==> src/rtl/lah_pkg.sv <==
// Package: constants shared by the look-ahead filter modules.
// Assumes: the look-ahead depth is fixed at three steps for this block.
package lah_pkg;
    // Number of loop registers created by the look-ahead rewrite.
    localparam int unsigned LAH_DEPTH = 3;

    // Accumulator width that holds four full-scale product terms.
    function automatic int unsigned lah_acc_width(input int unsigned dw, input int unsigned cw);
        return dw + cw + 2;
    endfunction
endpackage

==> src/rtl/lah_coef_gen.sv <==
// Module: derives and holds the pole coefficient and its square and cube.
// Assumes: after a load, the square is valid one edge later and the cube two
// edges later. Samples arrive no sooner than the second edge after the load.
module lah_coef_gen #(
    parameter int COEF_W = 16
) (
    input  logic                     clk,
    input  logic                     rst_n,
    input  logic                     load,
    input  logic signed [COEF_W-1:0] coef_in,
    output logic signed [COEF_W-1:0] a1,
    output logic signed [COEF_W-1:0] a2,
    output logic signed [COEF_W-1:0] a3
);
    localparam int FRAC = COEF_W - 1;
    localparam int PW   = 2 * COEF_W;
    localparam logic signed [PW-1:0] C_HI = PW'((64'sd1 <<< (COEF_W - 1)) - 64'sd1);
    localparam logic signed [PW-1:0] C_LO = PW'(-(64'sd1 <<< (COEF_W - 1)));

    logic signed [PW-1:0]     sq_full, cb_full, sq_sh, cb_sh;
    logic signed [COEF_W-1:0] sq_sat, cb_sat;

    // Form the scaled products and clamp them to the coefficient range.
    always_comb begin
        sq_full = a1 * a1;
        cb_full = a2 * a1;
        sq_sh   = sq_full >>> FRAC;
        cb_sh   = cb_full >>> FRAC;
        if (sq_sh > C_HI)      sq_sat = C_HI[COEF_W-1:0];
        else if (sq_sh < C_LO) sq_sat = C_LO[COEF_W-1:0];
        else                   sq_sat = sq_sh[COEF_W-1:0];
        if (cb_sh > C_HI)      cb_sat = C_HI[COEF_W-1:0];
        else if (cb_sh < C_LO) cb_sat = C_LO[COEF_W-1:0];
        else                   cb_sat = cb_sh[COEF_W-1:0];
    end

    // Capture the pole on a load strobe.
    always_ff @(posedge clk) begin
        if (!rst_n)    a1 <= '0;
        else if (load) a1 <= coef_in;
    end

    // Refresh the square and cube registers every cycle from the held pole.
    always_ff @(posedge clk) begin
        if (!rst_n) begin
            a2 <= '0;
            a3 <= '0;
        end else begin
            a2 <= sq_sat;
            a3 <= cb_sat;
        end
    end

    assert_square_nonneg_R4: assert property (@(posedge clk) disable iff (!rst_n)
        a2 >= 0);

    assert_cube_bound_R4: assert property (@(posedge clk) disable iff (!rst_n)
        (a3 <= $past(a2)) && (a3 >= -$past(a2)));
endmodule

==> src/rtl/lah_feedfwd.sv <==
// Module: non-recursive section that forms u(n)*2^FRAC + a*u(n-1) + a2*u(n-2).
// Assumes: it advances every clock, an invalid cycle counts as a zero sample,
// and a clear empties the whole delay line. Two register stages.
module lah_feedfwd #(
    parameter int DATA_W = 16,
    parameter int COEF_W = 16,
    parameter int ACC_W  = 34
) (
    input  logic                     clk,
    input  logic                     rst_n,
    input  logic                     clear,
    input  logic                     u_valid,
    input  logic signed [DATA_W-1:0] u_data,
    input  logic signed [COEF_W-1:0] a1,
    input  logic signed [COEF_W-1:0] a2,
    output logic signed [ACC_W-1:0]  f_out
);
    localparam int FRAC = COEF_W - 1;
    localparam int MW   = DATA_W + COEF_W;

    logic signed [DATA_W-1:0] u_cur, u_d1, u_d2, lead;
    logic signed [MW-1:0]     m1, m2;

    // Replace an idle sample with zero.
    always_comb u_cur = u_valid ? u_data : '0;

    // Stage 1: delay line and tap products.
    always_ff @(posedge clk) begin
        if (!rst_n || clear) begin
            u_d1 <= '0;
            u_d2 <= '0;
            lead <= '0;
            m1   <= '0;
            m2   <= '0;
        end else begin
            u_d1 <= u_cur;
            u_d2 <= u_d1;
            lead <= u_cur;
            m1   <= a1 * u_d1;
            m2   <= a2 * u_d2;
        end
    end

    // Stage 2: full-precision sum of the current sample and both taps.
    always_ff @(posedge clk) begin
        if (!rst_n || clear) f_out <= '0;
        else f_out <= (ACC_W'(lead) <<< FRAC) + ACC_W'(m1) + ACC_W'(m2);
    end
endmodule

==> src/rtl/lah_loop.sv <==
// Module: recursive core y(n) = clamp((f(n) + a3*y(n-3)) >> FRAC).
// Assumes: f_in carries f(n) for the sample whose y(n-3) product is ready.
// The loop holds three registers: the product, the sum and the clamped output.
module lah_loop #(
    parameter int DATA_W = 16,
    parameter int COEF_W = 16,
    parameter int ACC_W  = 34
) (
    input  logic                     clk,
    input  logic                     rst_n,
    input  logic                     clear,
    input  logic signed [ACC_W-1:0]  f_in,
    input  logic signed [COEF_W-1:0] a3,
    output logic signed [DATA_W-1:0] y_out
);
    localparam int FRAC = COEF_W - 1;
    localparam int MW   = DATA_W + COEF_W;
    localparam logic signed [ACC_W-1:0] Y_HI = ACC_W'((64'sd1 <<< (DATA_W - 1)) - 64'sd1);
    localparam logic signed [ACC_W-1:0] Y_LO = ACC_W'(-(64'sd1 <<< (DATA_W - 1)));

    logic signed [MW-1:0]     prod;
    logic signed [ACC_W-1:0]  sum, scaled;
    logic signed [DATA_W-1:0] y_next;

    // Scale the sum and clamp it to the sample range.
    always_comb begin
        scaled = sum >>> FRAC;
        if (scaled > Y_HI)      y_next = Y_HI[DATA_W-1:0];
        else if (scaled < Y_LO) y_next = Y_LO[DATA_W-1:0];
        else                    y_next = scaled[DATA_W-1:0];
    end

    // Three loop stages: multiply, add, then clamp.
    always_ff @(posedge clk) begin
        if (!rst_n || clear) begin
            prod  <= '0;
            sum   <= '0;
            y_out <= '0;
        end else begin
            prod  <= a3 * y_out;
            sum   <= f_in + ACC_W'(prod);
            y_out <= y_next;
        end
    end

    assert_out_clamp_R7: assert property (@(posedge clk) disable iff (!rst_n)
        (!clear && ((sum >>> FRAC) > Y_HI)) |=> (y_out == Y_HI[DATA_W-1:0]));

    assert_zero_sum_R3: assert property (@(posedge clk) disable iff (!rst_n)
        (!clear && sum == '0) |=> (y_out == '0));
endmodule

==> src/rtl/lah_iir1.sv <==
// Module: top level of the three-step look-ahead first-order recursive filter.
// Assumes: one sample slot per clock and a coefficient held steady while
// streaming. Latency is four registers from the sampling edge to the output.
module lah_iir1 #(
    parameter int DATA_W = 16,
    parameter int COEF_W = 16
) (
    input  logic                     clk,
    input  logic                     rst_n,
    input  logic                     coef_load,
    input  logic signed [COEF_W-1:0] coef_in,
    input  logic                     in_valid,
    input  logic signed [DATA_W-1:0] in_data,
    output logic                     out_valid,
    output logic signed [DATA_W-1:0] out_data
);
    import lah_pkg::*;

    localparam int ACC_W   = int'(lah_acc_width(DATA_W, COEF_W));
    localparam int LATENCY = int'(LAH_DEPTH) + 1;

    logic signed [COEF_W-1:0] a1, a2, a3;
    logic signed [ACC_W-1:0]  f_sum;
    logic [LATENCY-1:0]       vld;
    logic [2:0]               age;

    lah_coef_gen #(.COEF_W(COEF_W)) u_coef (
        .clk(clk), .rst_n(rst_n), .load(coef_load), .coef_in(coef_in),
        .a1(a1), .a2(a2), .a3(a3)
    );

    lah_feedfwd #(.DATA_W(DATA_W), .COEF_W(COEF_W), .ACC_W(ACC_W)) u_ffwd (
        .clk(clk), .rst_n(rst_n), .clear(coef_load), .u_valid(in_valid),
        .u_data(in_data), .a1(a1), .a2(a2), .f_out(f_sum)
    );

    lah_loop #(.DATA_W(DATA_W), .COEF_W(COEF_W), .ACC_W(ACC_W)) u_loop (
        .clk(clk), .rst_n(rst_n), .clear(coef_load), .f_in(f_sum),
        .a3(a3), .y_out(out_data)
    );

    // Carry each sample's valid flag alongside the datapath.
    always_ff @(posedge clk) begin
        if (!rst_n || coef_load) vld <= '0;
        else                     vld <= {vld[LATENCY-2:0], in_valid};
    end

    assign out_valid = vld[LATENCY-1];

    // Count edges since reset so the latency check looks back only over valid history.
    always_ff @(posedge clk) begin
        if (!rst_n)          age <= '0;
        else if (age != 3'd7) age <= age + 3'd1;
    end

    assert_valid_latency_R2: assert property (@(posedge clk) disable iff (!rst_n)
        (age >= 3'd5 && !$past(coef_load, 1) && !$past(coef_load, 2) &&
         !$past(coef_load, 3) && !$past(coef_load, 4))
        |-> (out_valid == $past(in_valid, 4)));

    assert_flush_on_load_R6: assert property (@(posedge clk) disable iff (!rst_n)
        $past(coef_load) |-> (!out_valid && out_data == '0));
endmodule

==> config.mk <==
export PLATFORM = sky130hd
export DESIGN_NAME = lah_iir1
export DESIGN_NICKNAME = d
export VERILOG_FILES = /design/src/rtl/lah_pkg.sv /design/src/rtl/lah_coef_gen.sv /design/src/rtl/lah_feedfwd.sv /design/src/rtl/lah_loop.sv /design/src/rtl/lah_iir1.sv
export SDC_FILE = /design/constraint.sdc
export NUM_CORES = 2
export LEC_CHECK = 0
export ABC_AREA = 1
export BUFFER_PORTS_ARGS = -buffer_cell sky130_fd_sc_hd__buf_2
export CORE_MARGIN = 5
export CORE_UTILIZATION = 55
export DETAILED_ROUTE_END_ITERATION = 12
export PLACE_DENSITY = 0.68
export SYNTH_ARGS = -nofsm -noshare
export SYNTH_HDL_FRONTEND = slang
export SYNTH_SLANG_ARGS = --single-unit
==> constraint.sdc <==
create_clock -name clk -period 7.2 [get_ports clk]
set_input_delay 1.44 -clock clk [delete_from_list [all_inputs] [get_ports clk]]
set_output_delay 1.44 -clock clk [all_outputs]
set_load 0.03 [all_outputs]
==> impl_results.md <==
- Run status: complete, no violations
- Hold_ws: 411 ps
- Hold Path End: vld[2]
- Largest net degree at the start of global routing: 58
- Critical Path RT: 7720 ps
- Crit share post-route: 91.7%
- Cell chain of the critical path: nand2_1 > inv_1 > fa_1 > fa_1 > inv_1 > fa_1 > inv_1 > fa_1 > inv_1 > fa_1 > inv_1 > fa_1 > ha_1 > inv_1 > nor3_1 > nand2_1 > nor4_1 > nand2_1 > nand2_1 > nand2_1 > nand2_1 > nand2_2 > nand3_1 > nand2_1
- Period minus WS final: 6600 ps
- Leak pwr: 34.8 nW
- Setup violators final: 0
- Drt via density: 5.18
- Clk pin slew, worst setup/hold paths: 60 ps
- VDD IR max: 0.375 mV
- Most common cell in the netlist: inv_1
- # nets final: 9563
- Post-synthesis register bit count: 249
- EDFF count, synth: 0
- Gpl congestion: 0.961
- Hold Fails Final Rpt: 0
- DR DRC count: 0
- Clk_skew: 32.8 ps
- Hold buffer count at CTS: 0
- F_max: 151 MHz
- Initial DRC count: 3294
- Die width: 343 um
- First-pass GRT wire length: 265000 um
- Routed len/inst: 17.2 um
- Initial Utilization: 55.3%
- GR Overflow Total: 0
- CP Class: flop to flop
- YS warnings: 0
- Cell count after synthesis: 7799
- RSZ-0062 raised after global routing: no
- Leading cell types by count after synthesis: inv_1, nand2_1, fa_1
- Post-CTS sizing: 0
- Critical R2R Launch: u_coef.a1[15]
- Routed Antenna Nets: 0
- Crit-path slowest cell: dfxtp_1
- Power Dens Cells: 235 nW/um2
- Crit path capture type: flop
- Ranking of synthesized cells by area: fa_1, inv_1, nand2_1, ha_1, dfxtp_1
- Vias: 47966
- Initial antenna violation count: 0
- Hold depth: 2
- Cell variety after synth: 48
- CP Max Fanout: 20
- Fraction of layout cells with a size suffix above 1: 4.34%
- Worst-Margin Slew: 1110 ps
- TritonCTS clock tree: built
- Layout area overhead: 5.06%
- Total die area: 118000 um2
- CP Data Arrival Time: 7130 ps
- Sequential fraction of the synthesis area: 8.16%
- Post-CTS setup buffers: 0
- Synth area leader: fa_1
- Hold Path Class: flop to flop
- Hold path startpoint: vld[1]
- Site Rows: 122
- GRT Total Usage: 28.1%
- CP Buf/Inv Count: 6
- Max clock buf depth: 3
- Share of the synthesized area in the top cell type: 42.5%
- Slew HR: 25.7%
- Die span in y: 343 um
- Final HPWL DP: 135000 um
- Cell Area, Synth: 61100 um2
- TritonRoute pass-1 iters: 6
- I/O Pins: 53
- Vias in the first global route: 50941
- Root buf cell: clkbuf_16
- Routed WL: 159000 um
- Maxcap violations: 0
- CP delay by family, top: adder cells
- Fill cell count: 10319
- Most used flip-flop cell after synthesis: dfxtp_1
- Synthesized Nets: 9627
- Port Buffers: 52
- Crit-path most repeated cell: nand2_1
- Total core area: 111000 um2
- Clock sinks: 249
- Max-slew violation count: 0
- Synthesized area per cell: 7.84 um2
- Async S/R FF share, synth: 0%
- H-tree depth: 1
- R2R depth: 24
- Setup TNS: 0 ps
- Worst skew pair latency: 640 ps
- R2R Setup Slk: 600 ps
- Worst setup SP type: flop
- Levels on crit path: 24
- Total CTS buffers: 31
- Max incr delay on CP: 820 ps
- Reg2reg end: u_coef.a2[11]
-- worst max path at each step --
stage               slack (ps)       endpoint           from
global route                60   u_coef.a2[1]  u_coef.a1[15]
floorplan                  990  u_coef.a2[11]  u_coef.a1[15]
global placement           650  u_coef.a2[13]  u_coef.a1[15]
CTS                        610   u_coef.a2[4]  u_coef.a1[15]
detailed placement         640   u_coef.a2[4]  u_coef.a1[15]
finish                     600  u_coef.a2[11]  u_coef.a1[15]
-- worst min-delay path: stages, from the launching register on --
cell	delay [ps]
dfxtp_1	290
inv_1	40
nor2_1	40
-- metrics by stage --
stage          cells  total power, W  cell area (um2)  utilization [%]  setup WS, ps
2_1_floorplan   7799          0.0106            61100                -           994
3_3_place_gp    9190          0.0135            63200             57.2           647
3_5_place_dp    9190          0.0136            63200             57.2           643
4_1_cts         9248          0.0153            64200             58.1           612
5_1_grt         9248          0.0170            64200             58.1          61.7
6_report        9252          0.0151            64200             58.1           598
-- cell type report --
| class | count | area, um2 | share of cell area (%) |
|---|---|---|---|
| flip-flops and latches | 249 | 5000 | 7.80 |
| diodes | 4 | 10.0 | 0.0156 |
| repair buffers | 173 | 1260 | 1.96 |
| clock buffers | 34 | 787 | 1.23 |
| clock inverters | 24 | 205 | 0.320 |
| multi-input cells | 5033 | 46600 | 72.6 |
| well taps | 1488 | 1860 | 2.90 |
| inverters | 2247 | 8440 | 13.1 |
-- state kept, by name, indices dropped and copies added (netlist names) --
signal and flops:
u_coef.a1 16, u_coef.a2 16, u_coef.a3 16, u_ffwd.f_out 34
u_ffwd.m1 32, u_ffwd.m2 32, u_ffwd.u_d1 16, u_ffwd.u_d2 16
u_loop.prod 32, u_loop.sum 19, u_loop.y_out 16, vld 4
-- layer usage --
metal  GRT usage (%)  vias to the layer above  routed length (um)
li1                -                    22418                   -
met1            38.2                    23581               67000
met2            47.1                     1620               75200
met3            3.94                      347               10900
met4            8.55                        0                5960
met5               0                        -                   0
-- logic make-up after synthesis --
family          after synthesis  share of synthesized area (%)
buf+inv                    2517                           15.5
compound gates              721                           6.59
flops                       249                           8.16
simple gates               2441                           16.0
xor+xnor                     79                           1.13
fa+ha+maj                  1792                           52.6
-- power breakdown --
part / switching (W) / internal (W) / leakage (nW)
Combinational: 0.00736 / 0.00410 / 32.2
Sequential: 0.000527 / 0.00155 / 2.03
Clock: 0.000706 / 0.000842 / 0.488
Total: 0.00859 / 0.00649 / 34.8
-- cells in the final DEF (no fill, tap or decap), types with 41 or more instances in the layout --
| cell | instances |
|---|---|
| fa_1 | 1298 |
| inv_1 | 2237 |
| dfxtp_1 | 233 |
| nor2_1 | 440 |
| nand2_1 | 1714 |
| a21oi_1 | 346 |
| buf_4 | 114 |
| xor2_1 | 41 |
| ha_1 | 494 |
| nand3_1 | 137 |
| o21ai_0 | 209 |
| buf_2 | 52 |
No activity file was read; power rests on OpenSTA's default activity.
